[src/rtl/uart_rx_pkg.sv]
// Package: shared types for the addressable serial receiver.
// Assumes an 8-bit data byte; the ninth bit is carried separately.
package uart_rx_pkg;
    localparam int DATA_W = 8;

    // One buffered reception: byte, ninth bit, framing error
    typedef struct packed {
        logic [DATA_W-1:0] data;
        logic              bit9;
        logic              ferr;
    } rx_word_t;

    typedef enum logic [1:0] {
        ST_IDLE,
        ST_START,
        ST_DATA,
        ST_STOP
    } rx_state_t;
endpackage

[src/rtl/rx_sync.sv]
// Module: rx_sync
// Brings the asynchronous serial line into the clock domain through a
// chain of flops. While the port is disabled the line is forced to idle
// (high). Assumes STAGES >= 2.
module rx_sync #(
    parameter int STAGES = 2
) (
    input  logic clk,
    input  logic rst_n,
    input  logic en,
    input  logic line_i,
    output logic line_o
);
    logic [STAGES-1:0] chain;

    // First stage: take the gated line, idle high on reset
    always_ff @(posedge clk) begin
        if (!rst_n) chain[0] <= 1'b1;
        else        chain[0] <= en ? line_i : 1'b1;
    end

    // Remaining stages, one flop each
    generate
        for (genvar g = 1; g < STAGES; g++) begin : g_stage
            always_ff @(posedge clk) begin
                if (!rst_n) chain[g] <= 1'b1;
                else        chain[g] <= chain[g-1];
            end
        end
    endgenerate

    assign line_o = chain[STAGES-1];
endmodule

[src/rtl/rx_frame.sv]
// Module: rx_frame
// Oversampling frame decoder. Waits for a falling edge seen on tick
// boundaries, confirms the start bit at half a bit period, samples each
// data bit every OVERSAMPLE ticks, then samples the stop bit and emits a
// one-cycle done pulse with the assembled word. Assumes the line is
// already synchronous and that tick is a single-cycle pulse.
module rx_frame
    import uart_rx_pkg::*;
#(
    parameter int OVERSAMPLE = 16
) (
    input  logic     clk,
    input  logic     rst_n,
    input  logic     active,
    input  logic     tick,
    input  logic     line,
    input  logic     nine_mode,
    output logic     done,
    output logic     nine_q,
    output rx_word_t word
);
    localparam int CNT_W  = $clog2(OVERSAMPLE);
    localparam int HALF   = OVERSAMPLE / 2;
    localparam int BIT_W  = $clog2(DATA_W + 2);

    rx_state_t          state;
    logic [CNT_W-1:0]   cnt;
    logic [BIT_W-1:0]   bitn;
    logic [DATA_W:0]    shreg;
    logic               armed;
    logic [BIT_W-1:0]   last_bit;

    // Index of the final data bit for the mode latched at start
    assign last_bit = nine_q ? BIT_W'(DATA_W) : BIT_W'(DATA_W - 1);

    // Frame sequencer: start detect, bit sampling, stop check
    always_ff @(posedge clk) begin
        if (!rst_n) begin
            state  <= ST_IDLE;
            cnt    <= '0;
            bitn   <= '0;
            shreg  <= '0;
            armed  <= 1'b0;
            nine_q <= 1'b0;
            done   <= 1'b0;
            word   <= '0;
        end else begin
            done <= 1'b0;
            if (!active) begin
                state <= ST_IDLE;
                cnt   <= '0;
                armed <= 1'b0;
            end else if (tick) begin
                unique case (state)
                    ST_IDLE: begin
                        if (line) begin
                            armed <= 1'b1;
                        end else if (armed) begin
                            state  <= ST_START;
                            cnt    <= '0;
                            armed  <= 1'b0;
                            nine_q <= nine_mode;
                        end
                    end
                    ST_START: begin
                        if (cnt == CNT_W'(HALF - 1)) begin
                            cnt <= '0;
                            if (!line) begin
                                state <= ST_DATA;
                                bitn  <= '0;
                            end else begin
                                state <= ST_IDLE;
                                armed <= 1'b1;
                            end
                        end else begin
                            cnt <= cnt + 1'b1;
                        end
                    end
                    ST_DATA: begin
                        if (cnt == CNT_W'(OVERSAMPLE - 1)) begin
                            cnt   <= '0;
                            shreg <= {line, shreg[DATA_W:1]};
                            bitn  <= bitn + 1'b1;
                            if (bitn == last_bit) state <= ST_STOP;
                        end else begin
                            cnt <= cnt + 1'b1;
                        end
                    end
                    ST_STOP: begin
                        if (cnt == CNT_W'(OVERSAMPLE - 1)) begin
                            cnt       <= '0;
                            state     <= ST_IDLE;
                            armed     <= line;
                            done      <= 1'b1;
                            word.data <= nine_q ? shreg[DATA_W-1:0]
                                                : shreg[DATA_W:1];
                            word.bit9 <= nine_q & shreg[DATA_W];
                            word.ferr <= ~line;
                        end else begin
                            cnt <= cnt + 1'b1;
                        end
                    end
                    default: state <= ST_IDLE;
                endcase
            end
        end
    end
endmodule

[src/rtl/rx_buffer.sv]
// Module: rx_buffer
// Small first-in first-out store for received words with a sticky
// overrun flag. A push that finds the store full (after any same-cycle
// pop) sets the flag and is lost; pushes are then refused until the
// flag is cleared. Assumes DEPTH >= 2.
module rx_buffer
    import uart_rx_pkg::*;
#(
    parameter int DEPTH = 2
) (
    input  logic     clk,
    input  logic     rst_n,
    input  logic     push,
    input  rx_word_t push_word,
    input  logic     pop,
    input  logic     ovr_clr,
    output rx_word_t head,
    output logic     not_empty,
    output logic     overrun
);
    localparam int PTR_W = (DEPTH > 1) ? $clog2(DEPTH) : 1;
    localparam int CNT_W = $clog2(DEPTH + 1);

    rx_word_t         mem [DEPTH];
    logic [PTR_W-1:0] wr_ptr, rd_ptr;
    logic [CNT_W-1:0] count;
    logic             do_pop, do_push, full_eff, ovr_set;

    // Decide what happens to this cycle's push and pop
    always_comb begin
        do_pop   = pop && (count != '0);
        full_eff = (count == CNT_W'(DEPTH)) && !do_pop;
        do_push  = push && !overrun && !full_eff;
        ovr_set  = push && !overrun && full_eff;
    end

    // Storage write, reset to zero so the head reads 0 after reset
    always_ff @(posedge clk) begin
        if (!rst_n) begin
            for (int i = 0; i < DEPTH; i++) mem[i] <= '0;
        end else if (do_push) begin
            mem[wr_ptr] <= push_word;
        end
    end

    // Pointer and occupancy bookkeeping with wrap at DEPTH
    always_ff @(posedge clk) begin
        if (!rst_n) begin
            wr_ptr <= '0;
            rd_ptr <= '0;
            count  <= '0;
        end else begin
            if (do_push)
                wr_ptr <= (wr_ptr == PTR_W'(DEPTH - 1)) ? '0 : wr_ptr + 1'b1;
            if (do_pop)
                rd_ptr <= (rd_ptr == PTR_W'(DEPTH - 1)) ? '0 : rd_ptr + 1'b1;
            if (do_push && !do_pop)      count <= count + 1'b1;
            else if (do_pop && !do_push) count <= count - 1'b1;
        end
    end

    // Sticky overrun: set on a lost push, cleared only by ovr_clr
    always_ff @(posedge clk) begin
        if (!rst_n)       overrun <= 1'b0;
        else if (ovr_clr) overrun <= 1'b0;
        else if (ovr_set) overrun <= 1'b1;
    end

    assign head      = mem[rd_ptr];
    assign not_empty = (count != '0);
endmodule

[src/rtl/uart_addr_rx.sv]
// Module: uart_addr_rx (top)
// Asynchronous serial receiver with 8/9-bit frames, ninth-bit address
// filtering, per-entry framing error and sticky overrun. Assumes
// tick16_i pulses for one clock at OVERSAMPLE times the bit rate and
// that mode inputs change only while the line is idle.
module uart_addr_rx
    import uart_rx_pkg::*;
#(
    parameter int OVERSAMPLE  = 16,
    parameter int SYNC_STAGES = 2,
    parameter int BUF_DEPTH   = 2
) (
    input  logic              clk,
    input  logic              rst_n,
    input  logic              rx_i,
    input  logic              tick16_i,
    input  logic              port_en_i,
    input  logic              rx_en_i,
    input  logic              nine_bit_i,
    input  logic              addr_det_i,
    input  logic              rd_i,
    output logic [DATA_W-1:0] data_o,
    output logic              bit9_o,
    output logic              avail_o,
    output logic              frame_err_o,
    output logic              overrun_o
);
    logic     line_s;
    logic     active;
    logic     frm_done;
    logic     frm_nine;
    rx_word_t frm_word;
    logic     keep;
    rx_word_t head;

    assign active = port_en_i & rx_en_i;

    rx_sync #(.STAGES(SYNC_STAGES)) i_sync (
        .clk    (clk),
        .rst_n  (rst_n),
        .en     (port_en_i),
        .line_i (rx_i),
        .line_o (line_s)
    );

    rx_frame #(.OVERSAMPLE(OVERSAMPLE)) i_frame (
        .clk       (clk),
        .rst_n     (rst_n),
        .active    (active),
        .tick      (tick16_i),
        .line      (line_s),
        .nine_mode (nine_bit_i),
        .done      (frm_done),
        .nine_q    (frm_nine),
        .word      (frm_word)
    );

    // Address filter: drop 9-bit frames tagged as data when enabled
    always_comb begin
        keep = frm_done && !(addr_det_i && frm_nine && !frm_word.bit9);
    end

    rx_buffer #(.DEPTH(BUF_DEPTH)) i_buf (
        .clk       (clk),
        .rst_n     (rst_n),
        .push      (keep),
        .push_word (frm_word),
        .pop       (rd_i),
        .ovr_clr   (~rx_en_i),
        .head      (head),
        .not_empty (avail_o),
        .overrun   (overrun_o)
    );

    assign data_o      = head.data;
    assign bit9_o      = head.bit9;
    assign frame_err_o = avail_o & head.ferr;
endmodule

[config.mk]
export PLATFORM = sky130hd
export DESIGN_NAME = uart_addr_rx
export DESIGN_NICKNAME = d
export VERILOG_FILES = /design/src/rtl/uart_rx_pkg.sv /design/src/rtl/rx_sync.sv /design/src/rtl/rx_frame.sv /design/src/rtl/rx_buffer.sv /design/src/rtl/uart_addr_rx.sv
export SDC_FILE = /design/constraint.sdc
export NUM_CORES = 1
export LEC_CHECK = 0
export CAP_MARGIN = 20
export CORE_UTILIZATION = 61
export DETAILED_ROUTE_END_ITERATION = 8
export PLACE_DENSITY = 0.83
export SKIP_LAST_GASP = 1
export SLEW_MARGIN = 25
export SYNTH_ARGS = -nofsm -noshare
export SYNTH_HDL_FRONTEND = slang
export SYNTH_SLANG_ARGS = --single-unit
[constraint.sdc]
create_clock -name clk -period 4.5 [get_ports clk]
set_input_delay 0.675 -clock clk [delete_from_list [all_inputs] [get_ports clk]]
set_output_delay 0.675 -clock clk [all_outputs]
set_load 0.02 [all_outputs]
==> results of run 1 <==
-- placed cells by master (no fill, tap or decap), types with 10 or more instances in the layout --
cell	instances
clkdlybuf4s50_1	20
dfxtp_1	40
o211a_1	10
mux2_2	10
nand3_1	19
nand2_1	35
and2_1	24
o21ai_0	17
mux2i_1	10
edfxtp_1	20
-- power groups by stage --
stage / Clock [mW] / Combinational, mW / Sequential [mW]
2_1_floorplan: 0 / 0.0244 / 0.582
4_1_cts: 0.464 / 0.0441 / 0.571
3_5_place_dp: 0 / 0.0439 / 0.583
5_1_grt: 0.492 / 0.0473 / 0.572
6_report: 0.456 / 0.0441 / 0.571
3_3_place_gp: 0 / 0.0435 / 0.583
-- how the worst max path moves through the flow --
stage	slack (ps)	to
finish	1960	data_o[1]
global route	1880	data_o[1]
CTS	1910	data_o[1]
detailed placement	1640	i_frame.word[8]$_SDFFE_PN0P_
global placement	1750	i_frame.word[5]$_SDFFE_PN0P_
floorplan	2250	i_buf.mem[0][0]$_SDFFCE_PN0P_
-- per-layer routing --
metal  GRT usage (%)  up-vias  routed length (um)
met5               0        -                   0
met4            10.2        0                  91
met3            5.09        9                 194
met2            35.4       45                2260
met1            29.2      956                2370
li1                -     1001                   -
-- layout make-up --
cell class | instances | area, um^2
timing repair buffer | 22 | 215
fill | 317 | 1200
tap | 52 | 65.1
sequential | 60 | 1400
multi-input combinational | 189 | 1270
clock inverter | 5 | 52.6
inverter | 4 | 15.0
clock buffer | 11 | 131
-- synth_stat cells (all sizes together), types with 3 or more instances --
library cell,count
dfxtp,40
nand2,35
and2,24
edfxtp,20
nand3,20
o21ai,17
mux2,10
mux2i,10
o211a,10
buf,9
clkbuf,8
nor2,8
a21oi,6
inv,4
ha,3
nand3b,3
nand4b,3
nor3,3
nor3b,3
xnor2,3
-- metrics by stage --
step	hold WS, ps	setup slack, ps	instance area, um^2	power (mW)	utilization [%]
floorplan	386	2250	2760	0.607	-
global placement	388	1750	2960	0.626	68.0
detailed placement	397	1640	2960	0.627	68.0
CTS	413	1910	3150	1.08	72.2
global route	422	1880	3150	1.11	72.4
finish	410	1960	3150	1.07	72.4
-- cell families after synthesis --
family          share of synthesized area, %
compound gates                          11.6
xor+xnor                                1.27
fa+ha+maj                               1.36
buf+inv                                 3.54
flops                                   50.8
mux                                     7.71
simple gates                            23.8
-- worst register-to-register path, cell delays in order (launching register included) --
cell and delay [ps]:
dfxtp_1 720, nand3b_1 170, and4bb_2 310, ha_1 340
or3_1 370, a21boi_0 170
-- flip-flops by register name (all words and copies together) (netlist names), 2 cells and up, named ones only --
name and count:
i_frame.shreg 9, i_buf.count 2, i_frame.cnt 4, i_frame.bitn 4, i_buf.mem 20, i_frame.word 10
==> impl_metrics.csv, run 1 <==
group,metric,value,unit
cells_and_area,drive_gt1_share,11.7,%
timing,fin_crit,2540,ps
global_route,antenna_found_initial,0,
routing,dr.pass1.iters,4,
logic_synthesis,synth_edf_count,20,
hold_path,holdPathStages,1,
outcome,outcome,"finished clean",
logic_synthesis,synth_cell_type_count,49,
setup_path,reg2reg_to,"i_buf.count[1]$_SDFFE_PN0P_",
logic_synthesis,async_flop_share,0,%
timing,worst_slew_margin_rel,54.4,%
pwr,comb_power_share,4.1,%
placement,dpl.hpwl,3270,um
setup_path,cp-end-kind,"output port",
global_route,grt.overflow.total,0,
setup_path,start_kind,"flop",
routing,drt-initial-drc-count,107,
cells_and_area,final_net_count,298,
flow_run,max_cap_viol_count,0,
logic_synthesis,yosysWarnings,0,
floorplanning,die_w,69.3,um
clock_tree,cts_tree,"built",
clock_tree,htree_levels,3,
logic_synthesis,synth.largest_area_cell,"dfxtp_1",
logic_synthesis,syn-cell-area,2760,um^2
clock_tree,numCtsBuffers,9,
clock_tree,insertion_delay,330,ps
logic_synthesis,yosysSeqAreaShare,50.8,%
clock_tree,cts_hold_buf,0,
logic_synthesis,synth.area.top_cells,"dfxtp_1 29%, edfxtp_1 22%, and2_1 5.4%, nand2_1 4.8%, mux2_2 4.1%",
placement,port_buffers,20,
timing,fmax,0.393,GHz
logic_synthesis,syn_area_per_cell,10.2,um^2
logic_synthesis,netlist_instances,270,
hold_path,min_from,"i_sync.chain[0]$_SDFF_PN1_",
clock_tree,clockBufferDepth,2,
placement,routabilityCongestion,0.859,
hold_path,hold_path_class,"flop to flop",
cells_and_area,syn2layout_area_growth,14.2,%
clock_tree,cts-root-buf,"clkbuf_8",
floorplanning,dieArea,4800,um^2
timing,slew_viol_final,0,
global_route,grt_pass1_wl,8450,um
clock_tree,cts_sinks,60,
routing,wl_per_cell,14.3,um
pwr,netSwitchingPower,0.230,mW
timing,fin_crit_sh,56.5,%
routing,drc,0,
pwr,clock_power_share,42.6,%
clock_tree,cts_setup_buffers,0,
clock_tree,cts.repair.resized,0,
setup_path,r2r_start,"i_frame.nine_q$_SDFFE_PN0P_",
setup_path,worstPathRequired,3830,ps
setup_path,reg2reg_slack,2340,ps
floorplanning,ios,21,
floorplanning,core_area,4350,um^2
floorplanning,rows,24,
setup_path,critPathBufInv,1,
setup_path,ff2ff_path_depth,5,
routing,drt_wl_total,4920,um
setup_path,cp_cell_sequence,"mux2_2 -> clkdlybuf4s50_1",
pwr,intPower,0.841,mW
timing,setup_viol,0,
pwr,p_per_area,340,nW/um^2
timing,worstMarginPinSlew,681,ps
global_route,grt_pass1_vias,1803,
pwr,ir_worst_vdd,0.291,mV
setup_path,cp.arrival,1870,ps
logic_synthesis,ys.flop_type,"dfxtp_1",
pwr,p_leak,1.21,nW
placement,post-place-cells,327,
routing,ant_nets,0,
setup_path,worstSetupPathType,"flop to output port",
hold_path,hold_path_end,"i_sync.line_o$_SDFF_PN1_",
floorplanning,initial_core_util,63.4,%
global_route,grt_use_total,22.4,%
pwr,p_sw_share,21.5,%
routing,vias,2011,
logic_synthesis,synth_top_area_share,29.0,%
cells_and_area,final_cells,343,
clock_tree,clk_pin_slew,70,ps
timing,rsz0062_at_grt,"no",
setup_path,cp.depth,2,
timing,finClkSkew,4.62,ps
logic_synthesis,synth_fp_nets,282,
setup_path,cpMaxStageDelayCell,"dfxtp_1",
routing,viasPerCell,5.86,
timing,hold_violations,0,
setup_path,critPathMaxStageDelay,610,ps
timing,finalSetupTns,0,ps
cells_and_area,n_antenna_cell,0,
setup_path,crit_path_max_fanout,10,
pwr,pwr-share-seq,53.3,%
floorplanning,fp.dieH,69.3,um
setup_path,crit_family,"flip-flops",
logic_synthesis,ys_seq_elements,60,
global_route,grt_max_degree,55,
Note: power is estimated with default switching activity, not from simulation.
==> inputs of run 2 (changes only) <==
--- a/config.mk
+++ b/config.mk
@@ -6,9 +6,9 @@
 export NUM_CORES = 1
 export LEC_CHECK = 0
 export CAP_MARGIN = 20
-export CORE_UTILIZATION = 61
+export CORE_UTILIZATION = 57
 export DETAILED_ROUTE_END_ITERATION = 8
-export PLACE_DENSITY = 0.83
+export PLACE_DENSITY = 0.78
 export SKIP_LAST_GASP = 1
 export SLEW_MARGIN = 25
 export SYNTH_ARGS = -nofsm -noshare
==> constraint.sdc (replaced) <==
create_clock -name clk -period 2.5 [get_ports clk]
set_input_delay 0.375 -clock clk [delete_from_list [all_inputs] [get_ports clk]]
set_output_delay 0.375 -clock clk [all_outputs]
set_load 0.02 [all_outputs]
==> run 2 against run 1 <==
Effect of this change:
- final area rose by 1.8%
- count of clock-buffer cells in the layout fell by 1
- total power rose by 84%
- worst setup slack got worse by 1700 ps
- critical path type unchanged
==> impl_metrics.csv, run 2 (same netlist as run 1, synthesis figures left out) <==
group,metric,value,unit
floorplanning,die_w,71.6,um
timing,worst_slew_margin_rel,64.7,%
timing,rsz0062_at_grt,"no",
cells_and_area,multi_input_area,1260,um^2
outcome,outcome,"finished clean",
cells_and_area,final_cell_mix,"40 x dfxtp_1, 35 x nand2_1, 24 x and2_1, 20 x edfxtp_1, 20 x clkdlybuf4s50_1",
global_route,grt_use_total,21.0,%
cells_and_area,n_antenna_cell,0,
clock_tree,cts_sinks,60,
floorplanning,core_area,4500,um^2
timing,hold_violations,0,
timing,fmax,0.444,GHz
cells_and_area,ff_latch_area,1400,um^2
setup_path,cp.arrival,1880,ps
routing,viasPerCell,5.63,
routing,drt_wl_total,4760,um
cells_and_area,final_common_cell,"dfxtp_1",
placement,dpl.hpwl,3300,um
setup_path,cp_cell_sequence,"mux2_2 -> clkdlybuf4s50_1",
clock_tree,cts-root-buf,"clkbuf_8",
routing,drt-initial-drc-count,79,
timing,fin_crit,2250,ps
cells_and_area,final_net_count,304,
timing,timing.hold.ws,408,ps
clock_tree,htree_levels,3,
flow_run,max_cap_viol_count,0,
floorplanning,rows,24,
cells_and_area,largestRegisters,"i_buf.mem: 20 flops, i_frame.word: 10 flops, i_frame.shreg: 9 flops",
routing,wl_per_cell,13.6,um
setup_path,crit_path_max_fanout,10,
setup_path,cp-end-kind,"output port",
clock_tree,cts_setup_buffers,0,
setup_path,start_kind,"flop",
routing,drc,0,
global_route,grt.overflow.total,0,
routing,ant_nets,0,
clock_tree,cts.repair.resized,0,
clock_tree,cts_hold_buf,0,
timing,fin_crit_sh,90.2,%
global_route,grt_max_degree,28,
floorplanning,fp.dieH,71.6,um
placement,port_buffers,20,
placement,routabilityCongestion,0.874,
pwr,p_per_area,614,nW/um^2
global_route,antenna_found_initial,0,
cells_and_area,syn2layout_area_growth,16.3,%
setup_path,worstSetupPathType,"flop to output port",
clock_tree,numCtsBuffers,9,
clock_tree,clockBufferDepth,2,
timing,worstMarginPinSlew,527,ps
cells_and_area,drive_gt1_share,14.5,%
timing,slew_viol_final,0,
setup_path,cpMaxStageDelayCell,"dfxtp_1",
timing,setup_slack,246,ps
global_route,grt_pass1_vias,1874,
timing,finalSetupTns,0,ps
setup_path,critPathMaxStageDelay,590,ps
timing,finClkSkew,8.22,ps
setup_path,worstPathRequired,2120,ps
routing,vias,1966,
floorplanning,dieArea,5120,um^2
clock_tree,cts_tree,"built",
pwr,p_leak,1.23,nW
cells_and_area,largest_reg_flops,20,
floorplanning,ios,21,
hold_path,hold_path_class,"flop to flop",
timing,setup_viol,0,
global_route,grt_pass1_wl,8210,um
pwr,ir_worst_vdd,0.552,mV
placement,pre_cts_ws,226,ps
cells_and_area,regMostFlops,"i_buf.mem",
clock_tree,insertion_delay,340,ps
routing,dr.pass1.iters,4,
cells_and_area,fillCellCount,346,
clock_tree,clk_pin_slew,70,ps
floorplanning,initial_core_util,61.3,%
-- run 2: path summary, 6_finish.rpt --
path / from / cells past startpoint / end / slack [ps]
worst max-delay path: flop / 2 / bit9_o / 250
worst min-delay path: i_sync.chain[0]$_SDFF_PN1_ / 1 / i_sync.line_o$_SDFF_PN1_ / 410
worst max register to register: i_buf.count[0]$_SDFFE_PN0P_ / 5 / i_buf.count[1]$_SDFFE_PN0P_ / 630
worst min register to register: i_sync.chain[0]$_SDFF_PN1_ / 1 / i_sync.line_o$_SDFF_PN1_ / 410
-- run 2: metal layers --
layer | track usage (%) | wire length (um)
met5 | 0 | 0
met4 | 8.71 | 36
met3 | 7.59 | 184
met2 | 35.1 | 2380
met1 | 24.5 | 2160
-- run 2: final cells by class --
cell class              count  area share (%)
repair buffers             28            8.11
well taps                  52            2.03
clock inverters             6            1.99
flip-flops and latches     60            43.7
inverters                   4           0.468
clock buffers              10            4.29
multi-input cells         189            39.4
-- run 2: worst max-delay path, delay by kind of cell, from the launching register on --
kind	cells	cell delay [ps]
buffers and inverters	1	550
muxes	1	400
DFF	1	590
-- run 2: where the power goes --
part           internal, mW  switching (mW)  total [mW]
Clock                 0.484           0.373       0.857
Sequential             1.02         0.00554        1.03
Combinational        0.0398          0.0451      0.0849
Total                  1.55           0.423        1.97
-- run 2: through the flow --
step / cells / instance area [um^2] / util, % / power (mW)
final: 349 / 3210 / 71.2 / 1.97
after global routing: 349 / 3210 / 71.2 / 2.04
after CTS: 349 / 3210 / 71.2 / 1.99
after detailed placement: 333 / 3010 / 66.8 / 1.14
after global placement: 333 / 3010 / 66.8 / 1.13
after floorplan: 270 / 2760 / - / 1.09
